===== src/rtl/blkmap_pkg.sv =====
// Shared types and constants for the block translation matcher.
package blkmap_pkg;
    parameter int unsigned AW = 32;

    // One translation entry.
    typedef struct packed {
        logic [AW-1:0] cmp;
        logic [AW-1:0] mask;
        logic [AW-1:0] base;
        logic [1:0]    prot;
        logic [1:0]    priv;   // bit 1 supervisor, bit 0 user
    } blk_ent_t;

    localparam logic [31:0] FSTAT_BASE = 32'h0800_0000;
    localparam int unsigned FSTAT_WR_BIT = 25;
endpackage


===== src/rtl/blkmap_bank.sv =====
// One set of translation entries with a single write port.
// Assumes: one entry is written per cycle; reset clears the privilege
// enables so that no entry can match until it is loaded.
module blkmap_bank
    import blkmap_pkg::*;
#(
    parameter int unsigned N_ENT = 4,
    localparam int unsigned IDXW = (N_ENT > 1) ? $clog2(N_ENT) : 1
) (
    input  logic                   clk,
    input  logic                   rst_n,
    input  logic                   wr_en,
    input  logic [IDXW-1:0]        wr_idx,
    input  blk_ent_t               wr_ent,
    output blk_ent_t [N_ENT-1:0]   ents_o
);
    blk_ent_t [N_ENT-1:0] ents_q;

    // Entry storage: clear on reset, write the addressed entry on wr_en.
    always_ff @(posedge clk) begin
        if (!rst_n) begin
            ents_q <= '0;
        end else if (wr_en) begin
            ents_q[wr_idx] <= wr_ent;
        end
    end

    assign ents_o = ents_q;

    a_r10_write_lands: assert property (@(posedge clk) disable iff (!rst_n)
        wr_en |=> ents_o[$past(wr_idx)] == $past(wr_ent));
endmodule


===== src/rtl/blkmap_match.sv =====
// Priority-ordered masked match over one set of entries.
// Assumes: qual is one-hot ({supervisor, user}); purely combinational.
module blkmap_match
    import blkmap_pkg::*;
#(
    parameter int unsigned N_ENT = 4
) (
    input  blk_ent_t [N_ENT-1:0] ents,
    input  logic [AW-1:0]        addr,
    input  logic [1:0]           qual,
    output logic                 hit,
    output logic [1:0]           prot,
    output logic [AW-1:0]        paddr
);
    logic [N_ENT-1:0] cand;

    // Per-entry match: privilege enable and masked compare.
    for (genvar gi = 0; gi < N_ENT; gi++) begin : g_cand
        assign cand[gi] = (|(ents[gi].priv & qual)) &&
                          ((addr & ents[gi].mask) == ents[gi].cmp);
    end

    // Pick the lowest-indexed candidate and merge base with offset.
    always_comb begin
        hit   = 1'b0;
        prot  = '0;
        paddr = '0;
        for (int i = N_ENT - 1; i >= 0; i--) begin
            if (cand[i]) begin
                hit   = 1'b1;
                prot  = ents[i].prot;
                paddr = ents[i].base | (addr & ~ents[i].mask);
            end
        end
    end
endmodule


===== src/rtl/blkmap_xlate.sv =====
// Block translation matcher top: request register, two entry sets,
// combinational lookup, registered result with fault status.
// Assumes: one lookup per request pulse; result valid one edge after capture.
module blkmap_xlate
    import blkmap_pkg::*;
#(
    parameter int unsigned N_ENT = 4,
    localparam int unsigned IDXW = (N_ENT > 1) ? $clog2(N_ENT) : 1,
    localparam int unsigned N_SET = 2
) (
    input  logic            clk,
    input  logic            rst_n,
    input  logic            ld_en,
    input  logic            ld_bank,
    input  logic [IDXW-1:0] ld_idx,
    input  logic [AW-1:0]   ld_cmp,
    input  logic [AW-1:0]   ld_mask,
    input  logic [AW-1:0]   ld_base,
    input  logic [1:0]      ld_prot,
    input  logic [1:0]      ld_en_priv,
    input  logic            req_valid,
    input  logic [AW-1:0]   req_addr,
    input  logic            req_user,
    input  logic            req_write,
    input  logic            req_data,
    output logic            rsp_valid,
    output logic            rsp_hit,
    output logic [1:0]      rsp_prot,
    output logic [AW-1:0]   rsp_paddr,
    output logic            rsp_fault,
    output logic [31:0]     rsp_status,
    output logic [AW-1:0]   rsp_fault_addr
);
    logic          q_valid, q_user, q_write, q_data;
    logic [AW-1:0] q_addr;
    blk_ent_t      ld_ent;
    blk_ent_t [N_ENT-1:0] set_ents [N_SET];
    logic          m_hit, fault_c;
    logic [1:0]    m_prot;
    logic [AW-1:0] m_paddr;

    assign ld_ent = '{cmp: ld_cmp, mask: ld_mask, base: ld_base,
                      prot: ld_prot, priv: ld_en_priv};

    // Request capture register.
    always_ff @(posedge clk) begin
        if (!rst_n) begin
            q_valid <= 1'b0;
            q_addr  <= '0;
            q_user  <= 1'b0;
            q_write <= 1'b0;
            q_data  <= 1'b0;
        end else begin
            q_valid <= req_valid;
            if (req_valid) begin
                q_addr  <= req_addr;
                q_user  <= req_user;
                q_write <= req_write;
                q_data  <= req_data;
            end
        end
    end

    // Entry sets: index 0 instruction, index 1 data.
    for (genvar gs = 0; gs < N_SET; gs++) begin : g_set
        blkmap_bank #(.N_ENT(N_ENT)) u_bank (
            .clk    (clk),
            .rst_n  (rst_n),
            .wr_en  (ld_en && (ld_bank == gs[0])),
            .wr_idx (ld_idx),
            .wr_ent (ld_ent),
            .ents_o (set_ents[gs])
        );
    end

    blkmap_match #(.N_ENT(N_ENT)) u_match (
        .ents  (q_data ? set_ents[1] : set_ents[0]),
        .addr  (q_addr),
        .qual  ({~q_user, q_user}),
        .hit   (m_hit),
        .prot  (m_prot),
        .paddr (m_paddr)
    );

    // Protection check: data set only.
    assign fault_c = q_data && m_hit &&
                     ((m_prot == 2'b00) || (m_prot[0] && q_write));

    // Result register.
    always_ff @(posedge clk) begin
        if (!rst_n) begin
            rsp_valid      <= 1'b0;
            rsp_hit        <= 1'b0;
            rsp_prot       <= '0;
            rsp_paddr      <= '0;
            rsp_fault      <= 1'b0;
            rsp_status     <= '0;
            rsp_fault_addr <= '0;
        end else begin
            rsp_valid      <= q_valid;
            rsp_hit        <= m_hit;
            rsp_prot       <= m_prot;
            rsp_paddr      <= m_paddr;
            rsp_fault      <= fault_c;
            rsp_status     <= fault_c ? (FSTAT_BASE | (32'(q_write) << FSTAT_WR_BIT)) : '0;
            rsp_fault_addr <= fault_c ? q_addr : '0;
        end
    end

    a_r9_one_pulse: assert property (@(posedge clk) disable iff (!rst_n)
        q_valid |=> rsp_valid);
    a_r9_no_spurious: assert property (@(posedge clk) disable iff (!rst_n)
        !q_valid |=> !rsp_valid);
    a_r8_miss_clean: assert property (@(posedge clk) disable iff (!rst_n)
        !rsp_hit |-> (!rsp_fault && rsp_paddr == '0 && rsp_prot == '0));
    a_r6_fault_on_hit: assert property (@(posedge clk) disable iff (!rst_n)
        rsp_fault |-> rsp_hit);
    a_r6_ifetch_no_fault: assert property (@(posedge clk) disable iff (!rst_n)
        !q_data |=> !rsp_fault);
    a_r7_status_fault: assert property (@(posedge clk) disable iff (!rst_n)
        rsp_fault |-> (rsp_status[27] && $countones(rsp_status) <= 2));
    a_r7_status_clear: assert property (@(posedge clk) disable iff (!rst_n)
        !rsp_fault |-> (rsp_status == '0 && rsp_fault_addr == '0));
endmodule


===== config.mk =====
export PLATFORM = sky130hd
export DESIGN_NAME = blkmap_xlate
export DESIGN_NICKNAME = d
export VERILOG_FILES = /design/src/rtl/blkmap_pkg.sv /design/src/rtl/blkmap_bank.sv /design/src/rtl/blkmap_match.sv /design/src/rtl/blkmap_xlate.sv
export SDC_FILE = /design/constraint.sdc
export NUM_CORES = 2
export LEC_CHECK = 0
export BUFFER_PORTS_ARGS = -buffer_cell sky130_fd_sc_hd__buf_2
export CORE_UTILIZATION = 55
export CTS_CLUSTER_SIZE = 30
export DETAILED_ROUTE_END_ITERATION = 10
export PLACE_DENSITY = 0.81
export SLEW_MARGIN = 20
export SYNTH_ARGS = -nofsm -noshare
export SYNTH_HDL_FRONTEND = slang
export SYNTH_HIERARCHICAL = 1
export SYNTH_SLANG_ARGS = --single-unit

===== constraint.sdc =====
create_clock -name clk -period 8.55 [get_ports clk]
set_input_delay 0.855 -clock clk [delete_from_list [all_inputs] [get_ports clk]]
set_output_delay 0.855 -clock clk [all_outputs]
set_load 0.01 [all_outputs]

# ---- Word-level counts from Yosys, hierarchy flattened
# Index checks and enable logic that the tools add are counted.
dict set report word_totals {
  in_bits 142
  output_inout_bits 101
  regBits 937
  elab_cells 116
}
dict set report classes {
  n_eq_ne 4
  n_lt_le_gt_ge 2
  mux 18
  n_reduce_logical 17
  bitwise_logic 22
}
# op count
set ops {}
lappend ops {{$bwmux 400} 2}
lappend ops {{$mux 400} 1}
lappend ops {{$and 32x32->32} 8}
lappend ops {{$demux 100 s2} 1}
lappend ops {{$eq 32x32->1} 4}
lappend ops {{$mux 32} 4}
lappend ops {{$not 32->32} 4}
lappend ops {{$or 32x32->32} 4}
lappend ops {{$mux 100} 1}
lappend ops {{$mux 28} 1}
lappend ops {{$logic_and 1x1->1} 10}
lappend ops {{$and 2x2->2} 4}
lappend ops {{$mux 2} 4}
lappend ops {{$reduce_or 2->1} 4}
lappend ops {{$mux 1} 4}
lappend ops {{$lt 2x3->1 const B} 1}
lappend ops {{$ge 2x1->1 const B} 1}
lappend ops {{$logic_not 2->1} 1}
lappend ops {{$not 1->1} 2}
lappend ops {{$reduce_and 2->1} 1}
lappend ops {{$logic_or 1x1->1} 1}

# ---- Logic depth before layout (Yosys ltp)
dict set report logic_depth {
  depth_word 12
  depth_mapped 16
  mapped_depth_nobuf 10
}

# ---- By module
# Netlist, hierarchy kept.
# module seq_area_each_um2 cells_each n_inst area_each_um2
set modules_own_cells {}
lappend modules_own_cells {blkmap_bank 8007.7 1404 2 14895.5}
lappend modules_own_cells {blkmap_xlate 2122.0 753 1 10672.7}
lappend modules_own_cells {blkmap_match 0.0 673 1 4357.9}

# ---- Worst setup path before layout
# Ideal clock, no wire load.
dict set report synth_path {
  path_type {reg-to-reg}
  start {register q_data}
  end {register rsp_fault_addr[23]}
  synth_period_minus_slack_ps 3759
  path_slack_ps 4791
  arrival_ps 3671
  path_stages_with_launch 17
  cell_sequence {dfxtp_1 -> buf_6 -> buf_12 -> buf_12 -> mux2_4 -> a21oi_1 -> o22ai_1 -> or4_1 -> or4_4 -> a211oi_4 -> buf_6 -> nand2_1 -> a32oi_1 -> nor2b_1 -> buf_2 -> buf_2 -> nor4b_2}
}
dict set report synth_via {
  elab_chain_len 12
  word_cells_on_any_way 35
  cone_classes {eq/ne: 4; mux: 9; bitwise: 8; reduce/logical: 14}
}
# element line_no
set synth_lines {}
lappend synth_lines {{start: declaration} blkmap_xlate.sv:34} ;# logic q_valid, q_user, q_write, q_data;
lappend synth_lines {{start signal: assignment} blkmap_xlate.sv:59} ;# q_data <= req_data;
lappend synth_lines {{$mux 400 (*)} blkmap_xlate.sv:77} ;# .ents (q_data ? set_ents[1] : set_ents[0]),
lappend synth_lines {{$and 32x32->32 / $and 2x2->2 (equally long branches)} {blkmap_match.sv:20, blkmap_match.sv:19}}
lappend synth_lines {{$eq 32x32->1 / $reduce_or 2->1 (equally long branches)} {blkmap_match.sv:20, blkmap_match.sv:19}}
lappend synth_lines {{$logic_and 1x1->1} blkmap_match.sv:19} ;# assign cand[gi] = (|(ents[gi].priv & qual)) &&
lappend synth_lines {{$mux 2 (3 in series)} blkmap_match.sv:29} ;# if (cand[i]) begin
lappend synth_lines {{$mux 2 (*)} blkmap_match.sv:29}
lappend synth_lines {{net m_prot[0]} blkmap_xlate.sv:39} ;# logic [1:0] m_prot;
lappend synth_lines {{$logic_not 2->1 / $logic_and 1x1->1 (equally long branches)} blkmap_xlate.sv:87} ;# ((m_prot == 2'b00) || (m_prot[0] && q_write));
lappend synth_lines {{$logic_or 1x1->1 (*)} blkmap_xlate.sv:87}
lappend synth_lines {{$logic_and 1x1->1 (*)} blkmap_xlate.sv:86} ;# assign fault_c = q_data && m_hit &&
lappend synth_lines {{$reduce_and 2->1 (no source line) (*)} --}
lappend synth_lines {{end signal: assignment} blkmap_xlate.sv:106} ;# rsp_fault_addr <= fault_c ? q_addr : '0;
lappend synth_lines {{end: declaration} blkmap_xlate.sv:32} ;# output logic [AW-1:0] rsp_fault_addr
# The timed path passes the listed nets; every way through them passes the cells marked *.
# A chain may end at the register's enable or synchronous reset.

# ---- Worst setup path in the final report
dict set report layout_path {
  start {register q_data}
  end {register rsp_fault_addr[20]}
}
dict set report layout_via {
  elab_chain_len 12
  word_cells_on_any_way 35
  cone_classes {eq/ne: 4; mux: 9; bitwise: 8; reduce/logical: 14}
}
# element line_no
set layout_lines {}
lappend layout_lines {{$mux 400 (*)} blkmap_xlate.sv:77}
lappend layout_lines {{$and 32x32->32 / $and 2x2->2 (equally long branches)} {blkmap_match.sv:20, blkmap_match.sv:19}}
lappend layout_lines {{$eq 32x32->1 / $reduce_or 2->1 (equally long branches)} {blkmap_match.sv:20, blkmap_match.sv:19}}
lappend layout_lines {{$logic_and 1x1->1} blkmap_match.sv:19}
lappend layout_lines {{$mux 2 (3 in series)} blkmap_match.sv:29}
lappend layout_lines {{$mux 2 (*)} blkmap_match.sv:29}
lappend layout_lines {{net m_prot[1]} blkmap_xlate.sv:39}
lappend layout_lines {{$logic_not 2->1 (*)} blkmap_xlate.sv:87}
lappend layout_lines {{$logic_or 1x1->1 (*)} blkmap_xlate.sv:87}
lappend layout_lines {{$logic_and 1x1->1 (*)} blkmap_xlate.sv:86}
lappend layout_lines {{$reduce_and 2->1 (no source line) (*)} --}
# Marked as above.

==> impl_metrics.ini <==
[status]
outcome = complete, no violations

[setup_path]
cp-start-kind = register
path_common_cell = buf_4
critical_path_class = register to register
r2r_slack_ns = 2.57
crit_family = simple AND/OR/NAND/NOR gates
crit_end = rsp_fault_addr[20]$_SDFF_PN0_
cp-end-kind = register
critical_path.max_stage_delay_ns = 0.98
worstPathCellList = buf_4 -> mux2_4 -> a21oi_1 -> o22a_1 -> nand4_1 -> nor4_1 -> and2_1 -> buf_4 -> nand2_1 -> a32oi_1 -> nor2b_4 -> buf_16 -> nor4b_2
r2r-end = rsp_fault_addr[20]$_SDFF_PN0_
required_ns = 9.06
path_depth = 13
crit_arrival_ns = 6.49
critPathSlowestCell = dfxtp_4
crit-reg2reg-launch = q_data$_SDFFE_PN0P_
r2r_cells = 13
cp_max_fo = 48
path_buf_inv = 3
crit_start = q_data$_SDFFE_PN0P_

[flow_run]
drv_cap = 0

[sta]
rsz0062_at_grt = false
finalHoldViolCount = 0
slew_headroom_pct = 31.0
holdWs_ns = 0.400
clock_skew_ns = 0.0385
tightest_slew_ns = 1.03
min_period_ns = 5.98
finalWorstSetupSlack_ns = 2.57
setup-violations-final = 0
fin_crit_sh_pct = 70.0
fmax_ghz = 0.167
setup_tns_ns = 0
slew_violations = 0

[pwr]
p_leak_nw = 22.3
p_per_area_nw_per_um2 = 196
max-vdd-ir-drop_v = 0.000147

[yosys]
seq_area_frac_synth_pct = 40.5
synth_xor_area_share_pct = 1.45
ys.flop_type = dfxtp_1
synth_top_family_by_area = multiplexers
async_flop_share_pct = 0
yosys_warnings = 6
postSynthCellCount = 4234
synth-compound-area-share_pct = 4.01
syn_area_um2 = 44800
synth_fa_ha_area_share_pct = 0
synth_mux_area_share_pct = 32.0
ys_ff_latch = 906
syn_avg_cell_area_um2 = 10.6
synth_cell_types = 48
synthSimpleGateAreaFrac_pct = 14.5
synth_edf_count = 0

[floorplan]
initial_utilization_pct = 55.6
die_y_um = 287
rows = 104
design.core.area_um2 = 80500
dieArea_um2 = 82600
die_w_um = 287
ioPinCount = 243

[clocking]
post_cts_buffers = 0
postCtsHoldBufs = 0
tritoncts = yes
cts_buffers = 91
path_clk_slew_ns = 0.07
cts_sinks = 906
cts_resized = 0
root_buffer = clkbuf_16
htree_levels = 3
clock_latency_ns = 0.68
clockBufferDepth = 3

[drt]
drt-wirelength-per-cell_um = 22.8
first_iter_violations = 2853
drc = 0
num_vias = 31367
ant_nets = 0
first_pass_iters = 6
wl_mm = 123
via_per_inst = 5.81

[global_routing]
antenna_found_initial = 6
grt_usage_pct = 29.0
grt_first_pass_wirelength_mm = 184
grt_max_degree = 239
grt_overflow = 0
grt_pass1_vias = 30972

[place]
place.gp.congestion = 0.892
placed_cells = 5240
portBuffers = 212
dpl_worst_slack_ns = 2.77
dp_hpwl_mm = 79.8

[cells_and_area]
drive_gt1_share_pct = 20.0
finalNonFillerCells = 5401
synthToLayoutAreaGrowth_pct = 6.26
fin_nets = 4415

[min_path]
min_path_type = register to register
==> cells in the final DEF (no fill, tap or decap), types with 28 or more instances in the layout <==
cell type / Yosys / layout
xor2_1: 71 / 71
clkbuf_16: 0 / 92
nor4b_2: 29 / 29
nor2b_1: 166 / 164
buf_2: 103 / 211
and2_1: 40 / 39
o21bai_1: 32 / 32
o31ai_1: 32 / 32
nand2_1: 1085 / 1085
o21ai_0: 36 / 36
mux2i_1: 835 / 835
buf_4: 62 / 33
dfxtp_1: 906 / 905
mux2_4: 390 / 390
o21ai_2: 28 / 28
conb_1: 1 / 30
a32oi_1: 34 / 34
==> power by group <==
part	total (mW)	switching [mW]	internal [mW]
Sequential	4.41	0.0873	4.32
Clock	4.13	1.72	2.41
Combinational	0.774	0.478	0.297
==> routing by layer <==
| layer | vias to the layer above | global-route usage [%] | routed length (um) |
|---|---|---|---|
| met2 | 1204 | 47.7 | 57200 |
| met1 | 15464 | 36.4 | 50800 |
| met5 | - | 0 | 0 |
| met3 | 283 | 5.14 | 9180 |
| met4 | 0 | 14.3 | 5910 |
| li1 | 14416 | - | - |
==> state kept, by name, indices dropped and copies added, names as in the netlist <==
register             count
g_set.u_bank/ents_o    800
q_write                  1
rsp_hit                  1
q_user                   1
q_addr                  32
rsp_paddr               32
rsp_valid                1
rsp_status               2
q_data                   1
q_valid                  1
rsp_prot                 2
rsp_fault_addr          32
==> cell usage after synthesis, types with 2 or more instances <==
master    count  area share, %
nand2_1    1085            9.1
dfxtp_1     906             40
mux2i_1     835             19
mux2_4      390             13
nor2b_1     166            2.3
buf_2       103            1.2
xor2_1       71            1.4
buf_12       65            2.9
buf_4        62            1.0
clkbuf_1     42           0.35
and2_1       40           0.56
buf_8        40            1.3
o21ai_0      36           0.40
a32oi_1      34           0.66
o21bai_1     32           0.54
o31ai_1      32           0.54
buf_6        31           0.78
nor4b_2      29           0.97
o21ai_2      28           0.55
a21oi_1      27           0.30
and3_1       27           0.38
nand4_1      23           0.32
nand3_1      20           0.22
a211oi_1     12           0.20
a21boi_0     12           0.20
a21o_1       12           0.20
and3b_1      12           0.23
o22a_1       12           0.23
mux2_2       10           0.25
nand3b_1      4          0.067
nor3_1        4          0.045
nor4_1        4          0.056
nor4b_1       4          0.078
o21ai_1       4          0.045
a22oi_1       3          0.050
xnor2_1       3          0.059
nor2_1        2          0.017
nor3b_4       2          0.084
==> cells by family (layout without fill, tap and decap cells) <==
| family | count (synthesis) | after routing |
|---|---|---|
| and+or+nand+nor | 1426 | 1426 |
| muxes | 1235 | 1235 |
| DFF | 906 | 906 |
| buffers and inverters | 344 | 421 |
| AOI/OAI and AO/OA | 248 | 248 |
| xor gates and xnor gates | 74 | 74 |
| other | 1 | 31 |
==> stage by stage <==
step | power [mW] | util, % | cell area (um^2)
CTS | 9.31 | 59.1 | 47600
global route | 9.56 | 59.1 | 47600
detailed placement | 5.25 | 55.3 | 44600
floorplan | 5.08 | - | 44900
finish | 9.31 | 59.1 | 47600
global placement | 5.23 | 55.2 | 44500
==> how the worst min path moves through the flow <==
stage	startpoint	endpoint	slack, ns	cells after the start
floorplan	q_valid$_SDFF_PN0_	rsp_valid$_SDFF_PN0_	0.41	1
global placement	q_valid$_SDFF_PN0_	rsp_valid$_SDFF_PN0_	0.42	1
finish	q_valid$_SDFF_PN0_	rsp_valid$_SDFF_PN0_	0.40	1
global route	q_valid$_SDFF_PN0_	rsp_valid$_SDFF_PN0_	0.43	1
detailed placement	q_valid$_SDFF_PN0_	rsp_valid$_SDFF_PN0_	0.42	1
CTS	q_valid$_SDFF_PN0_	rsp_valid$_SDFF_PN0_	0.41	1
==> layout make-up <==
cell class                 count  area, um^2
fill                        6410       32900
multi-input combinational   3013       23500
sequential                   906       18100
clock buffer                 130        2630
timing repair buffer         260        1630
tap                         1060        1330
clock inverter                30         442
inverter                       1        3.75
antenna                        1        2.50
No activity file was read; power rests on OpenSTA's default activity.
